==> config.mk <==
export PLATFORM = sky130hd
export DESIGN_NAME = i2c10_slave
export DESIGN_NICKNAME = d
export VERILOG_FILES = /design/src/rtl/i2c10_pkg.sv /design/src/rtl/i2c10_sync.sv /design/src/rtl/i2c10_cond.sv /design/src/rtl/i2c10_slave.sv
export SDC_FILE = /design/constraint.sdc
export NUM_CORES = 1
export LEC_CHECK = 0
export ABC_AREA = 1
export BUFFER_PORTS_ARGS = -buffer_cell sky130_fd_sc_hd__buf_4
export CORE_MARGIN = 8
export CORE_UTILIZATION = 43
export DETAILED_ROUTE_END_ITERATION = 12
export HOLD_SLACK_MARGIN = 0.06
export SETUP_SLACK_MARGIN = 0.1
export SLEW_MARGIN = 20
export SYNTH_ARGS = -nofsm -noshare
export SYNTH_HDL_FRONTEND = slang
export SYNTH_SLANG_ARGS = --single-unit
==> constraint.sdc <==
create_clock -name clk_i -period 1.8 [get_ports clk_i]
set_clock_uncertainty 0.05 [all_clocks]
set_input_delay 0.36 -clock clk_i [delete_from_list [all_inputs] [get_ports clk_i]]
set_output_delay 0.36 -clock clk_i [all_outputs]
set_load 0.02 [all_outputs]
==> src/rtl/i2c10_pkg.sv <==
package i2c10_pkg;
  localparam int unsigned BYTE_W = 8;
  localparam int unsigned CNT_W  = $clog2(BYTE_W + 2);
  localparam logic [4:0]  HDR_PREFIX = 5'b11110;

  typedef enum logic [2:0] {
    PH_IDLE, PH_HDR, PH_LOW, PH_RX, PH_TX, PH_SKIP
  } phase_e;
endpackage

==> src/rtl/i2c10_sync.sv <==
module i2c10_sync #(
  parameter int unsigned STAGES = 2
) (
  input  logic clk_i,
  input  logic rst_ni,
  input  logic d_i,
  output logic q_o
);
  logic [STAGES-1:0] pipe_q;

  always_ff @(posedge clk_i or negedge rst_ni) begin
    if (!rst_ni) pipe_q <= '1;  // idle bus is high
    else         pipe_q <= {pipe_q[STAGES-2:0], d_i};
  end

  assign q_o = pipe_q[STAGES-1];
endmodule

==> src/rtl/i2c10_cond.sv <==
module i2c10_cond (
  input  logic clk_i,
  input  logic rst_ni,
  input  logic scl_i,
  input  logic sda_i,
  output logic start_o,
  output logic stop_o,
  output logic rise_o,
  output logic fall_o
);
  logic scl_q, sda_q;

  always_ff @(posedge clk_i or negedge rst_ni) begin
    if (!rst_ni) begin
      scl_q <= 1'b1;
      sda_q <= 1'b1;
    end else begin
      scl_q <= scl_i;
      sda_q <= sda_i;
    end
  end

  assign rise_o  =  scl_i & ~scl_q;
  assign fall_o  = ~scl_i &  scl_q;
  assign start_o =  scl_i &  scl_q &  sda_q & ~sda_i;
  assign stop_o  =  scl_i &  scl_q & ~sda_q &  sda_i;
endmodule

==> src/rtl/i2c10_slave.sv <==
module i2c10_slave
  import i2c10_pkg::*;
#(
  parameter int unsigned SYNC_STAGES = 2
) (
  input  logic              clk_i,
  input  logic              rst_ni,
  input  logic              scl_i,
  input  logic              sda_i,
  output logic              scl_pull_o,
  output logic              sda_pull_o,
  input  logic [BYTE_W-1:0] buf_wdata_i,
  input  logic              buf_we_i,
  input  logic              buf_re_i,
  output logic [BYTE_W-1:0] buf_rdata_o,
  input  logic [BYTE_W-1:0] addr_wdata_i,
  input  logic              addr_we_i,
  input  logic              ckp_set_i,
  input  logic              irq_clr_i,
  output logic              irq_o,
  output logic              bf_o,
  output logic              ua_o,
  output logic              ckp_o
);
  localparam logic [CNT_W-1:0] LAST_BIT = CNT_W'(BYTE_W);
  localparam logic [CNT_W-1:0] ACK_BIT  = CNT_W'(BYTE_W + 1);

  logic [1:0] raw_w, syn_w;
  logic       scl_s, sda_s;
  logic       start_w, stop_w, rise_w, fall_w;

  assign raw_w = {scl_i, sda_i};

  for (genvar g = 0; g < 2; g++) begin : g_sync
    i2c10_sync #(.STAGES(SYNC_STAGES)) u_sync (
      .clk_i (clk_i),
      .rst_ni(rst_ni),
      .d_i   (raw_w[g]),
      .q_o   (syn_w[g])
    );
  end

  assign scl_s = syn_w[1];
  assign sda_s = syn_w[0];

  i2c10_cond u_cond (
    .clk_i  (clk_i),
    .rst_ni (rst_ni),
    .scl_i  (scl_s),
    .sda_i  (sda_s),
    .start_o(start_w),
    .stop_o (stop_w),
    .rise_o (rise_w),
    .fall_o (fall_w)
  );

  phase_e            ph_q;
  logic [CNT_W-1:0]  cnt_q;
  logic [BYTE_W-1:0] rx_sr_q, tx_sr_q, buf_q, addr_q;
  logic ack_q, hit_q, rw_q, mack_q, tx_drv_q, matched_q;
  logic irq_q, bf_q, ua_q, ckp_q;

  logic active_w, byte_end_w, ack_end_w, accept_w, rx_load_w, hdr_ok_w;

  assign active_w   = (ph_q != PH_IDLE) && (ph_q != PH_SKIP);
  assign byte_end_w = active_w && fall_w && (cnt_q == LAST_BIT);
  assign ack_end_w  = active_w && fall_w && (cnt_q == ACK_BIT);
  assign hdr_ok_w   = (rx_sr_q[7:3] == HDR_PREFIX) && (rx_sr_q[2:1] == addr_q[2:1]);

  always_comb begin
    unique case (ph_q)
      PH_HDR:  accept_w = hdr_ok_w && (!rx_sr_q[0] || matched_q);
      PH_LOW:  accept_w = (rx_sr_q == addr_q);
      PH_RX:   accept_w = 1'b1;
      default: accept_w = 1'b0;
    endcase
  end

  assign rx_load_w = byte_end_w && accept_w;

  always_ff @(posedge clk_i or negedge rst_ni) begin
    if (!rst_ni) begin
      ph_q      <= PH_IDLE;
      cnt_q     <= '0;
      rx_sr_q   <= '0;
      tx_sr_q   <= '0;
      buf_q     <= '0;
      addr_q    <= '0;
      ack_q     <= 1'b0;
      hit_q     <= 1'b0;
      rw_q      <= 1'b0;
      mack_q    <= 1'b0;
      tx_drv_q  <= 1'b0;
      matched_q <= 1'b0;
      irq_q     <= 1'b0;
      bf_q      <= 1'b0;
      ua_q      <= 1'b0;
      ckp_q     <= 1'b1;
    end else begin
      // host side; bus events below take priority
      if (buf_re_i)  bf_q <= 1'b0;
      if (buf_we_i) begin
        buf_q <= buf_wdata_i;
        bf_q  <= 1'b1;
        if (ph_q == PH_TX && !ckp_q) tx_sr_q <= buf_wdata_i;
      end
      if (addr_we_i) begin
        addr_q <= addr_wdata_i;
        ua_q   <= 1'b0;
      end
      if (ckp_set_i) ckp_q <= 1'b1;
      if (irq_clr_i) irq_q <= 1'b0;

      if (start_w) begin
        ph_q     <= PH_HDR;
        cnt_q    <= '0;
        ack_q    <= 1'b0;
        hit_q    <= 1'b0;
        tx_drv_q <= 1'b0;
      end else if (stop_w) begin
        ph_q      <= PH_IDLE;
        cnt_q     <= '0;
        ack_q     <= 1'b0;
        hit_q     <= 1'b0;
        tx_drv_q  <= 1'b0;
        matched_q <= 1'b0;
      end else if (active_w) begin
        if (rise_w) begin
          if (cnt_q < LAST_BIT) rx_sr_q <= {rx_sr_q[BYTE_W-2:0], sda_s};
          else                  mack_q  <= ~sda_s;
          cnt_q <= cnt_q + 1'b1;
        end

        if (fall_w && ph_q == PH_TX && cnt_q != '0 && cnt_q < LAST_BIT)
          tx_sr_q <= {tx_sr_q[BYTE_W-2:0], 1'b0};

        if (byte_end_w) begin
          if (ph_q == PH_TX) begin
            tx_drv_q <= 1'b0;
            bf_q     <= 1'b0;
            hit_q    <= 1'b1;
          end else if (accept_w) begin
            ack_q <= 1'b1;
            hit_q <= 1'b1;
            rw_q  <= rx_sr_q[0];
            buf_q <= rx_sr_q;
            bf_q  <= 1'b1;
          end else begin
            ph_q <= PH_SKIP;
          end
        end

        if (ack_end_w) begin
          cnt_q <= '0;
          ack_q <= 1'b0;
          hit_q <= 1'b0;
          if (hit_q) begin
            irq_q <= 1'b1;
            unique case (ph_q)
              PH_HDR: begin
                if (rw_q) begin
                  ph_q     <= PH_TX;
                  tx_drv_q <= 1'b1;
                  ckp_q    <= 1'b0;
                end else begin
                  ph_q <= PH_LOW;
                  ua_q <= 1'b1;
                end
              end
              PH_LOW: begin
                ph_q      <= PH_RX;
                ua_q      <= 1'b1;
                matched_q <= 1'b1;
              end
              PH_TX: begin
                if (mack_q) begin
                  tx_drv_q <= 1'b1;
                  ckp_q    <= 1'b0;
                end else begin
                  ph_q <= PH_SKIP;
                end
              end
              default: ;
            endcase
          end
        end
      end
    end
  end

  assign sda_pull_o  = ack_q | (tx_drv_q & ~tx_sr_q[BYTE_W-1]);
  assign scl_pull_o  = ua_q | ~ckp_q;
  assign buf_rdata_o = buf_q;
  assign irq_o       = irq_q;
  assign bf_o        = bf_q;
  assign ua_o        = ua_q;
  assign ckp_o       = ckp_q;

  p_ack_window_r1: assert property (@(posedge clk_i) disable iff (!rst_ni)
    ack_q |-> (cnt_q >= LAST_BIT));

  p_ua_release_r3: assert property (@(posedge clk_i) disable iff (!rst_ni)
    $fell(ua_o) |-> $past(addr_we_i));

  p_bf_source_r7: assert property (@(posedge clk_i) disable iff (!rst_ni)
    $rose(bf_o) |-> ($past(buf_we_i) || $past(rx_load_w)));

  p_irq_sticky_r8: assert property (@(posedge clk_i) disable iff (!rst_ni)
    (irq_o && !irq_clr_i) |=> irq_o);

  p_stop_idle_r9: assert property (@(posedge clk_i) disable iff (!rst_ni)
    stop_w |=> (ph_q == PH_IDLE));

  p_sda_scl_low_r13: assert property (@(posedge clk_i) disable iff (!rst_ni)
    (scl_s && $past(scl_s)) |-> $stable(sda_pull_o));
endmodule

==> impl_metrics.yaml <==
outcome:
  status: "complete, no violations"
grt:
  overflow: 0
  grt_pass1_wl_um: 10100
  grt_start_max_net_pins: 29
  first_global_vias: 2075
  grt_usage_pct: 12.9
  grt_antenna_before_repair: 0
die:
  core_region_area_um2: 6390
  die_w_um: 97.4
  fp.dieH_um: 97.4
  row_count: 29
  pin_count: 39
  start_util_pct: 44.7
  dieArea_um2: 9490
sta:
  setup-tns-final_ns: 0
  max_freq_ghz: 0.598
  slew_headroom_pct: 74.8
  post-route-period-util_pct: 93.0
  drv_slew: 0
  hold_viol: 0
  tightestPinTransition_ns: 0.378
  timing.final.ws_setup_ns: 0.126
  finalSetupViolCount: 0
  rsz0062_at_grt: "yes"
  timing.final.crit_period_ns: 1.67
placed_design:
  dp_hpwl_um: 4610
  dp.cells: 438
  dp_slack_ns: 0.0712
  port_buffers: 38
  gp_congestion: 0.850
drt:
  vias: 2206
  vias_per_cell: 4.86
  drt_iter0_markers: 81
  dr.pass1.iters: 4
  drcViolationCount: 0
  drt-total-wl_um: 6250
  wl_per_cell_um: 13.8
  postRouteAntennaNets: 0
layout:
  instances_no_fill: 454
  diodes: 0
  fin_util_pct: 55.7
  drive_gt1_share_pct: 39.3
  fin_nets: 404
  flow.area_growth_from_synthesis_pct: 24.8
setup_path:
  setup.worst_path.class: "reg -> reg"
  cp.required_ns: 1.95
  cp-start-kind: "flip-flop"
  cp_max_fo: 3
  arrival_ns: 1.83
  endpoint_kind: "flip-flop"
synthesis:
  yosys_warnings: 0
  synth_nets: 345
  synth-seq-cells: 55
  syn_area_um2: 2850
  netlist_instances: 317
  synth_cell_types: 39
  synth-seq-area-share_pct: 48.6
  synth_area_per_cell_um2: 9.00
clocking:
  cts_tree: "yes"
  clockBufferDepth: 2
  cts_root_buffer: "clkbuf_8"
  clkSlewWorstSetupHoldPaths_ns: 0.09
  clkLatencyLatePin_ns: 0.31
  ctsHtreeMaxLevel: 2
  cts_buffers: 5
  cts.sinks: 55
power:
  power.density_nw_per_um2: 1050
  total_leakage_power_uw: 0.00167
  ir_drop_v: 0.000502
worst_hold_path:
  min_path_type: "in -> reg"
job:
  drv_cap: 0
layer usage:
| metal | share of wire (%) | vias to the layer above | global-route usage (%) |
|---|---|---|---|
| li1 | - | 1136 | - |
| met1 | 48 | 1018 | 17.0 |
| met2 | 46 | 45 | 19.5 |
| met3 | 4.5 | 7 | 3.70 |
| met4 | 1.3 | 0 | 4.55 |
| met5 | 0 | - | 0 |
logic make-up (layout without fill, tap and decap cells):
| kind of cell | count (synthesis) | count (layout) | share of synthesized area (%) |
|---|---|---|---|
| xor gates and xnor gates | 5 | 5 | 1.54 |
| DFF | 55 | 55 | 48.6 |
| AOI/OAI and AO/OA | 61 | 61 | 15.3 |
| muxes | 5 | 5 | 1.97 |
| and+or+nand+nor | 136 | 136 | 23.2 |
| adders and majority gates | 3 | 3 | 1.32 |
| buffers and inverters | 52 | 112 | 8.12 |
metrics by stage:
stage | total power, uW | instance area, um^2 | hold WS [ns]
global route | 3950 | 3560 | 0.0736
CTS | 3600 | 3430 | 0.0854
floorplan | 2390 | 2850 | 0.0144
finish | 3720 | 3560 | 0.101
detailed placement | 2750 | 3300 | 0.257
global placement | 2740 | 3300 | 0.253
state kept, by name, indices dropped and copies added (netlist names), 3 cells and up:
name	count
rx_sr_q	8
ph_q	3
tx_sr_q	8
cnt_q	4
buf_rdata_o	8
addr_q	8
g_sync.u_sync.pipe_q	4
worst max-delay path: stages, from the launching register on:
cell and delay [ns]:
dfstp_2 0.58, nand2_4 0.07, inv_4 0.08, nand3_4 0.08
nor2_4 0.14, nand2_2 0.10, nor2_4 0.13, inv_2 0.05
o21ai_2 0.11, inv_1 0.06, nand2_1 0.07, nand2_1 0.05
power by group:
part	internal (uW)	switching (uW)	total [uW]	leakage, uW
logic	514	818	1330	0.000967
registers	1420	147	1570	0.000654
clock network	417	402	820	0.0000524
cell usage after synthesis (all sizes together):
cell type	count	area share, %
o22ai	1	0.22
nor4	1	0.44
nor2	30	4.7
nand3	11	2.6
dfrtp	48	42
mux2	5	2.0
a21boi	1	0.26
o31ai	1	0.26
nand4	2	0.97
xnor2	4	1.2
inv	46	6.1
nor3	4	1.1
o21a	1	0.26
clkbuf	1	0.26
or2	8	1.8
buf	5	1.7
o21ai	30	6.7
ha	3	1.3
a31oi	9	2.2
xor2	1	0.31
o211ai	8	3.3
a21oi	10	2.0
nand2	80	12
dfstp	7	6.5
layout by cell type, fill, tap and decap left out, types with 4 or more instances in the layout:
cell type / instances
nand2_4: 4
a21oi_1: 8
inv_1: 33
dfstp_2: 7
clkbuf_8: 5
mux2_2: 5
o21ai_1: 6
xnor2_1: 4
nor2_1: 22
or2_2: 8
dfrtp_1: 45
nand2_2: 6
inv_2: 10
nor2_2: 5
o21ai_0: 12
buf_4: 53
a31oi_1: 8
o211ai_2: 7
nand2_1: 70
o21ai_2: 12
nand3_1: 6
final timing paths:
check | startpoint | end | slack [ns] | cells past startpoint
max | u_cond.scl_q | ph_q[0] | 0.13 | 11
min in group asynchronous | rst_ni | addr_q[3] | 0.45 | 2
min reg2reg | g_sync[1].u_sync.pipe_q[0] | g_sync[1].u_sync.pipe_q[1] | 0.31 | 0
max reg2reg | u_cond.scl_q | ph_q[0] | 0.13 | 11
min | sda_i | g_sync[0].u_sync.pipe_q[0] | 0.10 | 1
max in group asynchronous | rst_ni | ckp_o | 0.70 | 3
layout make-up:
| cell class | instances | area (um^2) |
|---|---|---|
| fillers | 597 | 2830 |
| flip-flops and latches | 55 | 1390 |
| multi-input cells | 210 | 1310 |
| repair buffers | 58 | 479 |
| inverters | 46 | 180 |
| well taps | 77 | 96.3 |
| clock buffers | 7 | 76.3 |
| clock inverters | 1 | 30.0 |
what timing repair did:
| action | 4_1_cts | 5_1_grt |
|---|---|---|
| hold endpoints to repair | 21 | 0 |
| pin swaps | 0 | 6 |
| setup endpoints to repair | 7 | 20 |
| hold buffers | 1 | 0 |
| resized for setup | 2 | 23 |
| buffers inserted | 1 | 6 |
Note: power is estimated with default switching activity, not from simulation.
